## src/rtl/adcq_pkg.sv

```systemverilog
package adcq_pkg;

  typedef enum logic [2:0] {SRC_NONE, SRC_SW, SRC_RISE, SRC_FALL, SRC_TIMER} q2_src_e;

  typedef struct packed {
    q2_src_e    src;
    logic       cont;
    logic [4:0] expo;
  } q2_cfg_t;

  typedef enum logic [1:0] {E_IDLE, E_FETCH, E_REQ, E_WAIT} eng_st_e;

  localparam logic [4:0] MODE_SW   = 5'b10010;
  localparam logic [4:0] MODE_RISE = 5'b10011;
  localparam logic [4:0] MODE_FALL = 5'b10100;
  localparam logic [4:0] PER_LO    = 5'b10101;
  localparam logic [4:0] PER_HI    = 5'b11110;
  localparam logic [4:0] INT_LO    = 5'b01011;
  localparam logic [4:0] INT_HI    = 5'b01110;

  // Mode code to trigger source, rescan choice and timer exponent.
  function automatic q2_cfg_t q2_decode(input logic [4:0] m);
    q2_cfg_t c;
    c.src  = SRC_NONE;
    c.cont = 1'b0;
    c.expo = '0;
    if (m == MODE_SW) begin
      c.src = SRC_SW;   c.cont = 1'b1;
    end else if (m == MODE_RISE) begin
      c.src = SRC_RISE; c.cont = 1'b1;
    end else if (m == MODE_FALL) begin
      c.src = SRC_FALL; c.cont = 1'b1;
    end else if (m >= PER_LO && m <= PER_HI) begin
      c.src = SRC_TIMER; c.cont = 1'b1; c.expo = m - 5'd14;
    end else if (m >= INT_LO && m <= INT_HI) begin
      c.src = SRC_TIMER; c.expo = m + 5'd3;
    end
    return c;
  endfunction

endpackage

```

## src/rtl/adcq_cmd_table.sv

```systemverilog
module adcq_cmd_table #(
  parameter int DEPTH = 64,
  parameter int ENT_W = 7,
  localparam int IDX_W = $clog2(DEPTH)
) (
  input  logic             clk,
  input  logic             rst_n,
  input  logic             we,
  input  logic [IDX_W-1:0] waddr,
  input  logic [ENT_W-1:0] wdata,
  input  logic [IDX_W-1:0] raddr,
  output logic [ENT_W-1:0] rdata
);
  logic [ENT_W-1:0] mem_q [DEPTH];

  always_ff @(posedge clk) begin
    if (!rst_n) begin
      for (int i = 0; i < DEPTH; i++) mem_q[i] <= '0;
    end else if (we) begin
      mem_q[waddr] <= wdata;
    end
  end

  assign rdata = mem_q[raddr];
endmodule

```

## src/rtl/adcq_q2_trigger.sv

```systemverilog
module adcq_q2_trigger import adcq_pkg::*; #(
  parameter int TMR_W = 17
) (
  input  logic       clk,
  input  logic       rst_n,
  input  logic [4:0] mode,
  input  logic       sw_trig,
  input  logic       ext_in,
  output logic       trig,
  output logic       cont,
  output logic       mode_chg
);
  logic [TMR_W-1:0] tmr_q;
  logic [TMR_W-1:0] tick_mask;
  logic             ext_q;
  logic [4:0]       mode_q;
  logic             tick;
  q2_cfg_t          cfg;

  assign cfg       = q2_decode(mode);
  assign tick_mask = (TMR_W'(1) << cfg.expo) - TMR_W'(1);
  assign tick      = (tmr_q & tick_mask) == tick_mask;
  assign cont      = cfg.cont;
  assign mode_chg  = mode != mode_q;

  always_ff @(posedge clk) begin
    if (!rst_n) begin
      tmr_q  <= '0;
      ext_q  <= 1'b0;
      mode_q <= '0;
    end else begin
      tmr_q  <= tmr_q + TMR_W'(1);
      ext_q  <= ext_in;
      mode_q <= mode;
    end
  end

  always_comb begin
    case (cfg.src)
      SRC_SW:    trig = sw_trig;
      SRC_RISE:  trig = ext_in & ~ext_q;
      SRC_FALL:  trig = ~ext_in & ext_q;
      SRC_TIMER: trig = tick;
      default:   trig = 1'b0;
    endcase
  end

  // timer triggers are at least two cycles apart while the mode holds
  a_r6_timer_gap: assert property (@(posedge clk) disable iff (!rst_n)
    (cfg.src == SRC_TIMER && trig) |=> (!trig || !$stable(mode)));

endmodule

```

## src/rtl/adcq_engine.sv

```systemverilog
module adcq_engine import adcq_pkg::*; #(
  parameter int DEPTH = 64,
  parameter int CH_W  = 6,
  localparam int IDX_W = $clog2(DEPTH),
  localparam int ENT_W = CH_W + 1
) (
  input  logic             clk,
  input  logic             rst_n,
  input  logic [IDX_W-1:0] boundary,
  input  logic             q1_trig,
  input  logic             q2_trig,
  input  logic             q2_cont,
  input  logic             q2_mode_chg,
  input  logic             q1_clr,
  input  logic             q2_clr,
  output logic [IDX_W-1:0] ent_idx,
  input  logic [ENT_W-1:0] ent_data,
  output logic             req_valid,
  input  logic             req_ready,
  output logic [CH_W-1:0]  req_chan,
  input  logic             conv_done,
  output logic             cf1, pf1, tor1,
  output logic             cf2, pf2, tor2
);
  localparam logic [IDX_W-1:0] LAST_IDX = IDX_W'(DEPTH - 1);
  localparam logic [CH_W-1:0]  END_CH   = '1;

  eng_st_e          st;
  logic             serve_q2;
  logic             q1_run, q1_pau, q2_run, q2_pau, q2_armed;
  logic [IDX_W-1:0] q1_ptr, q2_ptr;
  logic [ENT_W-1:0] cur_ent;
  logic             q2_fire, hit_end, at_last;

  assign ent_idx   = serve_q2 ? q2_ptr : q1_ptr;
  assign q2_fire   = q2_trig & (q2_cont | q2_armed);
  assign hit_end   = (ent_data[CH_W-1:0] == END_CH) || (!serve_q2 && ent_idx == boundary);
  assign at_last   = ent_idx == LAST_IDX;
  assign req_valid = st == E_REQ;
  assign req_chan  = cur_ent[CH_W-1:0];

  always_ff @(posedge clk) begin
    if (!rst_n) begin
      st <= E_IDLE; serve_q2 <= 1'b0; cur_ent <= '0;
      q1_run <= 1'b0; q1_pau <= 1'b0; q1_ptr <= '0;
      q2_run <= 1'b0; q2_pau <= 1'b0; q2_ptr <= '0; q2_armed <= 1'b1;
      cf1 <= 1'b0; pf1 <= 1'b0; tor1 <= 1'b0;
      cf2 <= 1'b0; pf2 <= 1'b0; tor2 <= 1'b0;
    end else begin
      if (q1_clr) begin cf1 <= 1'b0; pf1 <= 1'b0; tor1 <= 1'b0; end
      if (q2_clr) begin cf2 <= 1'b0; pf2 <= 1'b0; tor2 <= 1'b0; end
      if (q2_mode_chg) q2_armed <= 1'b1;

      if (q1_trig) begin
        if (q1_run)      tor1 <= 1'b1;
        else if (q1_pau) begin q1_pau <= 1'b0; q1_run <= 1'b1; end
        else             begin q1_ptr <= '0;   q1_run <= 1'b1; end
      end
      if (q2_fire) begin
        if (q2_run)      tor2 <= 1'b1;
        else if (q2_pau) begin q2_pau <= 1'b0; q2_run <= 1'b1; end
        else             begin q2_ptr <= boundary; q2_run <= 1'b1; end
      end

      case (st)
        E_IDLE: begin
          if (q1_run)      begin serve_q2 <= 1'b0; st <= E_FETCH; end
          else if (q2_run) begin serve_q2 <= 1'b1; st <= E_FETCH; end
        end
        E_FETCH: begin
          if (hit_end) begin
            st <= E_IDLE;
            if (serve_q2) begin
              q2_run <= 1'b0; cf2 <= 1'b1;
              if (!q2_cont) q2_armed <= 1'b0;
            end else begin
              q1_run <= 1'b0; cf1 <= 1'b1;
            end
          end else begin
            cur_ent <= ent_data;
            st      <= E_REQ;
          end
        end
        E_REQ: if (req_ready) st <= E_WAIT;
        E_WAIT: begin
          if (conv_done) begin
            st <= E_IDLE;
            if (serve_q2) begin
              if (cur_ent[CH_W]) pf2 <= 1'b1;
              if (at_last) begin
                q2_run <= 1'b0; cf2 <= 1'b1;
                if (!q2_cont) q2_armed <= 1'b0;
              end else begin
                q2_ptr <= q2_ptr + IDX_W'(1);
                if (cur_ent[CH_W]) begin q2_run <= 1'b0; q2_pau <= 1'b1; end
              end
            end else begin
              if (cur_ent[CH_W]) pf1 <= 1'b1;
              if (at_last) begin
                q1_run <= 1'b0; cf1 <= 1'b1;
              end else begin
                q1_ptr <= q1_ptr + IDX_W'(1);
                if (cur_ent[CH_W]) begin q1_run <= 1'b0; q1_pau <= 1'b1; end
              end
            end
          end
        end
        default: st <= E_IDLE;
      endcase
    end
  end

  // a request under back-pressure holds its channel
  a_r9_req_hold: assert property (@(posedge clk) disable iff (!rst_n)
    (req_valid && !req_ready) |=> (req_valid && $stable(req_chan)));

  // raising a pause flag leaves the queue stopped, not running
  a_r10_pause_stops: assert property (@(posedge clk) disable iff (!rst_n)
    $rose(pf1) |-> (!q1_run && q1_pau));

  // overrun flags only rise for a queue already busy
  a_r11_tor1_busy: assert property (@(posedge clk) disable iff (!rst_n)
    $rose(tor1) |-> $past(q1_run));
  a_r11_tor2_busy: assert property (@(posedge clk) disable iff (!rst_n)
    $rose(tor2) |-> $past(q2_run));

  // queue 2 is only fetched if queue 1 was not pending when chosen
  a_r12_q1_first: assert property (@(posedge clk) disable iff (!rst_n)
    (st == E_FETCH && serve_q2 && $past(st) == E_IDLE) |-> $past(!q1_run));

  // a spent single scan stays idle while the mode holds
  a_r7_single_idle: assert property (@(posedge clk) disable iff (!rst_n)
    (!q2_armed && !q2_cont && !q2_run && !q2_pau && !q2_mode_chg) |=> !q2_run);

endmodule

```

## src/rtl/adcq_seq_top.sv

```systemverilog
module adcq_seq_top import adcq_pkg::*; #(
  parameter int DEPTH = 64,
  parameter int CH_W  = 6,
  parameter int TMR_W = 17,
  localparam int IDX_W = $clog2(DEPTH),
  localparam int ENT_W = CH_W + 1
) (
  input  logic             clk,
  input  logic             rst_n,
  input  logic             tbl_we,
  input  logic [IDX_W-1:0] tbl_addr,
  input  logic [ENT_W-1:0] tbl_wdata,
  input  logic [IDX_W-1:0] boundary,
  input  logic [4:0]       q2_mode,
  input  logic             q1_trig,
  input  logic             q2_sw_trig,
  input  logic             q2_ext_in,
  input  logic             q1_clr,
  input  logic             q2_clr,
  output logic             req_valid,
  input  logic             req_ready,
  output logic [CH_W-1:0]  req_chan,
  input  logic             conv_done,
  output logic             q1_done_flag,
  output logic             q1_pause_flag,
  output logic             q1_overrun,
  output logic             q2_done_flag,
  output logic             q2_pause_flag,
  output logic             q2_overrun
);
  logic [IDX_W-1:0] rd_idx;
  logic [ENT_W-1:0] rd_ent;
  logic             q2_trig, q2_cont, q2_mode_chg;

  adcq_cmd_table #(.DEPTH(DEPTH), .ENT_W(ENT_W)) u_table (
    .clk(clk), .rst_n(rst_n), .we(tbl_we), .waddr(tbl_addr), .wdata(tbl_wdata),
    .raddr(rd_idx), .rdata(rd_ent));

  adcq_q2_trigger #(.TMR_W(TMR_W)) u_trig (
    .clk(clk), .rst_n(rst_n), .mode(q2_mode), .sw_trig(q2_sw_trig), .ext_in(q2_ext_in),
    .trig(q2_trig), .cont(q2_cont), .mode_chg(q2_mode_chg));

  adcq_engine #(.DEPTH(DEPTH), .CH_W(CH_W)) u_eng (
    .clk(clk), .rst_n(rst_n), .boundary(boundary),
    .q1_trig(q1_trig), .q2_trig(q2_trig), .q2_cont(q2_cont), .q2_mode_chg(q2_mode_chg),
    .q1_clr(q1_clr), .q2_clr(q2_clr), .ent_idx(rd_idx), .ent_data(rd_ent),
    .req_valid(req_valid), .req_ready(req_ready), .req_chan(req_chan), .conv_done(conv_done),
    .cf1(q1_done_flag), .pf1(q1_pause_flag), .tor1(q1_overrun),
    .cf2(q2_done_flag), .pf2(q2_pause_flag), .tor2(q2_overrun));
endmodule

```

## config.mk

```make
export PLATFORM = sky130hd
export DESIGN_NAME = adcq_seq_top
export DESIGN_NICKNAME = d
export VERILOG_FILES = /design/src/rtl/adcq_pkg.sv /design/src/rtl/adcq_cmd_table.sv /design/src/rtl/adcq_q2_trigger.sv /design/src/rtl/adcq_engine.sv /design/src/rtl/adcq_seq_top.sv
export SDC_FILE = /design/constraint.sdc
export NUM_CORES = 1
export LEC_CHECK = 0
export BUFFER_PORTS_ARGS = -buffer_cell sky130_fd_sc_hd__buf_2
export CORE_MARGIN = 2
export CORE_UTILIZATION = 55
export DETAILED_ROUTE_END_ITERATION = 6
export PLACE_DENSITY = 0.8
export SLEW_MARGIN = 40
export SYNTH_ARGS = -nofsm -noshare
export SYNTH_HDL_FRONTEND = slang
export SYNTH_SLANG_ARGS = --single-unit
```

## constraint.sdc

```tcl
create_clock -name clk -period 7.4 [get_ports clk]
set_clock_uncertainty 0.1 [all_clocks]
set_input_delay 0.74 -clock clk [delete_from_list [all_inputs] [get_ports clk]]
set_output_delay 0.74 -clock clk [all_outputs]
set_load 0.01 [all_outputs]
```

# [After elaboration in Yosys (flattened, before gate mapping)]
# Memory sizes are Yosys's and may differ from the RTL's.
# Index checks and enable logic that the tools add are counted.
[word_totals] inputBits=34 ram_bits=448 memories=1 regBits=56
[memory_table] name="u_table.mem_q" words=64 word_bits=7 read_ports=1 rd_clocked_by_memory_dff=0 wr=64 line_no="adcq_cmd_table.sv:14" source="logic [ENT_W-1:0] mem_q [DEPTH];"
[classes] shift=1 n_eq_ne=18 add_sub_neg=6 mux=110 bitwise_logic=8 magnitude_cmp=4 reduce_logical=11
[op_table] operator="two-way mux 6 bit" n=16
[op_table] operator="two-way mux 1 bit" n=71
[op_table] operator="two-way mux 5 bit" n=5
[op_table] operator="adder 17 x 1 -> 17 bit, second input constant" n=1
[op_table] operator="AND 17 bit" n=1
[op_table] operator="equality test 17 bit" n=1
[op_table] operator="<< shifter 1 x 5 -> 17 bit, first input constant" n=1
[op_table] operator="subtractor 17 x 2 -> 17 bit, second input constant" n=1
[op_table] operator="equality test 5 bit, second input constant" n=3
[op_table] operator="adder 6 x 1 -> 6 bit, second input constant" n=2
[op_table] operator="equality test 6 bit, second input constant" n=2
[op_table] operator="two-way mux 4 bit" n=3
[op_table] operator="two-way mux 2 bit" n=5
[op_table] operator="one-hot mux 1 bit (2 select lines)" n=5
[op_table] operator="one-hot mux 2 bit (4 select lines)" n=1
[op_table] operator="two-way mux 7 bit" n=1
[op_table] operator="OR reduction 7 bit" n=1
[op_table] operator="equality test 3 x 2 -> 1 bit, second input constant" n=2
[op_table] operator="equality test 6 bit" n=1
[op_table] operator="two-way mux 3 bit" n=2
[op_table] operator="adder 5 x 2 -> 5 bit, second input constant" n=1
[op_table] operator="greater-or-equal comparator 5 x 4 -> 1 bit, second input constant" n=1
[op_table] operator="greater-or-equal comparator 5 bit, second input constant" n=1
[op_table] operator="less-or-equal comparator 5 x 4 -> 1 bit, second input constant" n=1
[op_table] operator="other kinds (21)" n=29

# [Longest topological paths before layout]
[logic_depth] ltp_word=19 mapped_depth=19 depth_no_buf=16

# [By module]
# A second synthesis with hierarchy kept.
[hier_totals] cells_unflattened=1859 area_unflattened_um2=24666.2
[modules_own_cells] module="adcq_cmd_table" cells_per_inst=1406 instances=1 area_per_inst_um2=20866.3
[modules_own_cells] module="adcq_q2_trigger" cells_per_inst=233 instances=1 area_per_inst_um2=2001.9
[modules_own_cells] module="adcq_engine" cells_per_inst=220 instances=1 area_per_inst_um2=1798.0

# [Worst setup path after synthesis]
# No wires, ideal clock.
[synth_path] kind="input-to-reg" startpoint="input port q2_mode[1]" endpoint="register u_eng.q2_ptr[2]" slack_ns=2.370 required_ns=7.178 arrival_ns=4.808 path_stages=19 setup_time_ns=0.122 cell_sequence="clkbuf_1 -> inv_1 -> ha_1 -> a211oi_4 -> a221o_2 -> buf_6 -> mux2_2 -> a21oi_1 -> or3_1 -> ha_1 -> clkbuf_1 -> inv_1 -> o311ai_2 -> o311ai_1 -> nor4b_2 -> o311ai_1 -> o41ai_4 -> o22ai_1 -> a221o_1"
[synth_via] elab_chain_cells=18
[synth_lines] element="start, declared" line_no="adcq_seq_top.sv:14" source="input logic [4:0] q2_mode,"
[synth_lines] element="greater-or-equal comparator 5 x 4 -> 1 bit / less-or-equal comparator 5 x 4 -> 1 bit (equally long branches)" line_no="adcq_pkg.sv:35" source="end else if (m >= INT_LO && m <= INT_HI) begin"
[synth_lines] element="logical AND 1 bit" line_no="adcq_pkg.sv:35"
[synth_lines] element="two-way mux 5 bit" line_no="adcq_pkg.sv:35"
[synth_lines] element="two-way mux 5 bit" line_no="adcq_pkg.sv:33" source="end else if (m >= PER_LO && m <= PER_HI) begin"
[synth_lines] element="two-way mux 5 bit" line_no="adcq_pkg.sv:31" source="end else if (m == MODE_FALL) begin"
[synth_lines] element="two-way mux 5 bit" line_no="adcq_pkg.sv:29" source="end else if (m == MODE_RISE) begin"
[synth_lines] element="two-way mux 5 bit" line_no="adcq_pkg.sv:27" source="if (m == MODE_SW) begin"
[synth_lines] element="<< shifter 1 x 5 -> 17 bit" line_no="adcq_q2_trigger.sv:21" source="assign tick_mask = (TMR_W'(1) << cfg.expo) - TMR_W'(1);"
[synth_lines] element="(+2 left out)"
[synth_lines] element="equality test 17 bit" line_no="adcq_q2_trigger.sv:22" source="assign tick = (tmr_q & tick_mask) == tick_mask;"
[synth_lines] element="one-hot mux 1 bit (4 select lines)" line_no="adcq_q2_trigger.sv:39" source="case (cfg.src)"
[synth_lines] element="AND 1 bit (*)" line_no="adcq_engine.sv:36" source="assign q2_fire = q2_trig & (q2_cont | q2_armed);"
[synth_lines] element="two-way mux 6 bit (*)" line_no="adcq_engine.sv:59" source="if (q2_fire) begin"
[synth_lines] element="two-way mux 6 bit" line_no="adcq_engine.sv:90" source="if (at_last) begin"
[synth_lines] element="two-way mux 6 bit" line_no="adcq_engine.sv:88" source="if (serve_q2) begin"
[synth_lines] element="two-way mux 6 bit" line_no="adcq_engine.sv:86" source="if (conv_done) begin"
[synth_lines] element="two-way mux 6 bit (*)" line_no="adcq_engine.sv:65" source="case (st)"
[synth_lines] element="end signal, assigned" line_no="adcq_engine.sv:94" source="q2_ptr <= q2_ptr + IDX_W'(1);"
[synth_lines] element="end, declared" line_no="adcq_engine.sv:31" source="logic [IDX_W-1:0] q1_ptr, q2_ptr;"
# Every way passes the cells marked *; elsewhere a longest branch is shown, timed or not.
# A chain may end at the register's enable or synchronous reset.

# [Worst setup path after layout]
[layout_path] startpoint="input port q2_mode[0]" endpoint="register u_eng.q2_ptr[3]"
# The elaborated chain is that of the path after synthesis.

==> summary.txt <==
Status
  • Status: completed

Logic synthesis
  • Cells after Synth: 2387
  • Top cells by area, synth: edfxtp_1 53%, and2_1 11%, nand2_1 6.4%, dfxtp_1 4.5%, nand3_1 3.4%
  • Synth Flop Type: edfxtp_1
  • EDFF count, synth: 448
  • Yosys cell types: 69
  • Sequential share of the synthesized area: 0.579
  • Synth Cell Area: 25200 µm²
  • Synth top area share: 0.535
  • Ys Warns: 0
  • Mapped Nets: 2433
  • Synthesized area per cell: 10.5 µm²
  • Cell taking the most area after synthesis: edfxtp_1
  • Synthesized flop and latch total: 504
  • Asr flop ratio synth: 0

Setup path
  • Reg-to-Reg End: u_eng.cur_ent[0]
  • Setup CP Type: primary input to flop
  • Critical Path RT: 7790 ps
  • Worst R2R Start: u_eng.serve_q2
  • CP Max Fanout: 13
  • Reg2reg path depth: 12
  • Reg2Reg Setup Slack: 2610 ps
  • Crit. End Element: flop
  • Crit path DAT: 5360 ps
  • Worst Setup Start Kind: primary input

Route
  • Routed len/inst: 21.4 µm
  • # DRC: 0
  • Initial DRC count: 2359
  • Detailed-route via count: 18300
  • Drt pass-1 iters: 6
  • Detail Route Antenna Nets: 0
  • Via/cell ratio: 6.18
  • Final WL: 63600 µm

Floorplan
  • Width of the die: 218 µm
  • Num ports: 47
  • Core footprint: 45300 µm²
  • Die area: 47500 µm²
  • Initial core utilization: 0.556
  • Die Y-Extent: 218 µm
  • Row cnt: 78

Worst hold path
  • Worst hold start: q2_ext_in
  • Hold path depth: 2
  • Min-Delay Endpoint: u_trig.ext_q
  • Worst hold-check path type: primary input to flop

Clock tree
  • Hold Buf Count CTS: 0
  • CTS tree: yes
  • Max clock buf depth: 3
  • Post-CTS Resized: 0
  • Root buf cell: clkbuf_16
  • CTS sink count: 504
  • H-tree depth: 2
  • Inserted Clock Buffers: 51
  • Post-CTS setup buffer count: 0
  • Clk Latency, worst-skew pair: 610 ps
  • Clock-pin slew on the worst setup and hold paths: 60 ps

Timing
  • Post-route minimum period: 4970 ps
  • Slew @ Worst Pin: 869 ps
  • WHS: 295 ps
  • Tcrit/Tclk final: 0.672
  • Max Clock Freq: 0.201 GHz
  • Relative slew slack: 0.421
  • Final-report hold violation count: 0
  • Setup TNS: 0 ps
  • Final Max Slew Viols: 0
  • Final setup vio count: 0
  • Unrepaired setup endpoints after global routing: no

Finish
  • Diode count: 0
  • Final non-filler cell area: 27300 µm²
  • Area Overhead vs Synth: 8.37%
  • Most frequent cells in the layout: 456 x and2_1, 448 x edfxtp_1, 422 x nand2_1
  • Share of layout cells above drive strength 1: 0.0810
  • Most common cell after layout, fill and taps aside: and2_1
  • Nets: 2373
  • Layout Cells excl Fill: 2969

Global route
  • Number of global-route vias before repair: 17900
  • Met2 usage: 0.429
  • Largest net degree at the start of global routing: 126
  • First-pass GRT wire length: 99200 µm
  • Initial antenna violation count: 0
  • Total Routing Usage GR: 0.270
  • Met3 Use GR: 0.0544
  • GRT met1 Usage: 0.364
  • Total grt overflow: 0
  • Busiest grt layer: met2

Power
  • Lkg Pwr: 9.69 nW
  • Max VDD drop: 0.188 mV
  • PD cells: 224 nW/µm²

Place
  • Port Buffers: 46
  • Post-DP HPWL: 38900 µm
  • RD Place Congestion: 0.863
  • Placed Cells: 2872
  • Placed cell areas: 25700 µm²

Flow run
  • Max Cap Viol: 0
flip-flops by register name, indices dropped and copies added (netlist names), named ones only:
signal and flops:
u_eng.q2_pau 1, u_table.mem_q 448, u_eng.pf2 1, u_eng.st 1, u_eng.q1_ptr 6, u_eng.q1_run 1
u_eng.cur_ent 7, u_eng.q2_ptr 6, u_eng.q1_pau 1, u_eng.tor2 1, u_eng.serve_q2 1, u_trig.tmr_q 17
u_eng.q2_armed 1, u_eng.tor1 1, u_eng.pf1 1, u_trig.mode_q 5, u_eng.q2_run 1, u_eng.cf1 1
u_eng.cf2 1, u_trig.ext_q 1
area by class of cell:
type / instances / area, µm²
Multi-Input combinational cell: 1684 / 9870
Clock inverter: 35 / 224
Timing Repair Buffer: 72 / 469
Fill cell: 3568 / 18000
Clock buffer: 60 / 1330
Inverter: 14 / 52.6
Sequential cell: 504 / 14600
Tap cell: 600 / 751
metal layers:
metal / vias to the layer above / share of wire
met5: - / 0
met4: 0 / 0.034
met3: 169 / 0.11
met2: 1051 / 0.46
met1: 8833 / 0.40
li1: 8292 / -
critical path, cell delays in order:
cell      delay [ps]
buf_2            180
inv_1            250
ha_1             260
nand2_1          130
a221o_2          540
a211oi_4         430
nor2_1           190
nand2_1          110
ha_1             350
inv_1            120
o311ai_2         290
o311ai_1         150
nor4b_2          240
o311ai_1         270
o41ai_4          600
o22ai_1          180
a221o_1          320
cells in the mapped netlist, drive strengths merged, types with 5 or more instances:
| cell type | instances |
|---|---|
| nor2b | 7 |
| nand3b | 6 |
| o22ai | 11 |
| and2 | 456 |
| nor3 | 16 |
| clkbuf | 123 |
| a221oi | 5 |
| mux2 | 11 |
| ha | 12 |
| o31ai | 14 |
| a211oi | 6 |
| nand4 | 7 |
| mux2i | 50 |
| xnor2 | 17 |
| a311oi | 64 |
| edfxtp | 448 |
| a31oi | 15 |
| and3 | 51 |
| nor2 | 137 |
| o21ai | 81 |
| a21oi | 28 |
| xor2 | 14 |
| nand3 | 170 |
| dfxtp | 56 |
| inv | 14 |
| o311ai | 9 |
| a221o | 5 |
| a21o | 5 |
| nand2 | 427 |
| buf | 62 |
| nand2b | 7 |
| or3 | 5 |
| mux4 | 10 |
cell families after synthesis:
logic type | after synthesis | share of synthesized area
AOI/OAI and AO/OA | 267 | 0.0774
xor gates and xnor gates | 31 | 0.0108
adders and majority gates | 12 | 0.00597
buffers and inverters | 199 | 0.0329
DFF | 504 | 0.579
muxes | 71 | 0.0338
and+or+nand+nor | 1303 | 0.260
how the worst max path moves through the flow:
stage	depth (start not counted)	end	start
2_1_floorplan	19	u_eng.q2_ptr[2]	q2_mode[1]
3_3_place_gp	17	u_eng.q2_ptr[3]	q2_mode[0]
3_5_place_dp	17	u_eng.q2_ptr[2]	q2_mode[0]
4_1_cts	14	u_eng.cur_ent[0]	u_eng.serve_q2
5_1_grt	17	u_eng.q2_ptr[3]	q2_mode[0]
6_report	17	u_eng.q2_ptr[3]	q2_mode[0]
metrics by stage:
step / total power (W) / utilization / setup WS, ps
2_1_floorplan: 0.00359 / - / 2370
3_3_place_gp: 0.00372 / 0.566 / 1900
3_5_place_dp: 0.00374 / 0.567 / 1800
4_1_cts: 0.00612 / 0.601 / 2380
5_1_grt: 0.00629 / 0.602 / 2060
6_report: 0.00612 / 0.602 / 2430
where the power goes:
group          internal (W)  total (W)  switching [W]
Clock               0.00132    0.00243        0.00110
Sequential          0.00323    0.00328      0.0000489
Combinational      0.000122   0.000412       0.000290
Note: power is estimated with default switching activity, not from simulation.
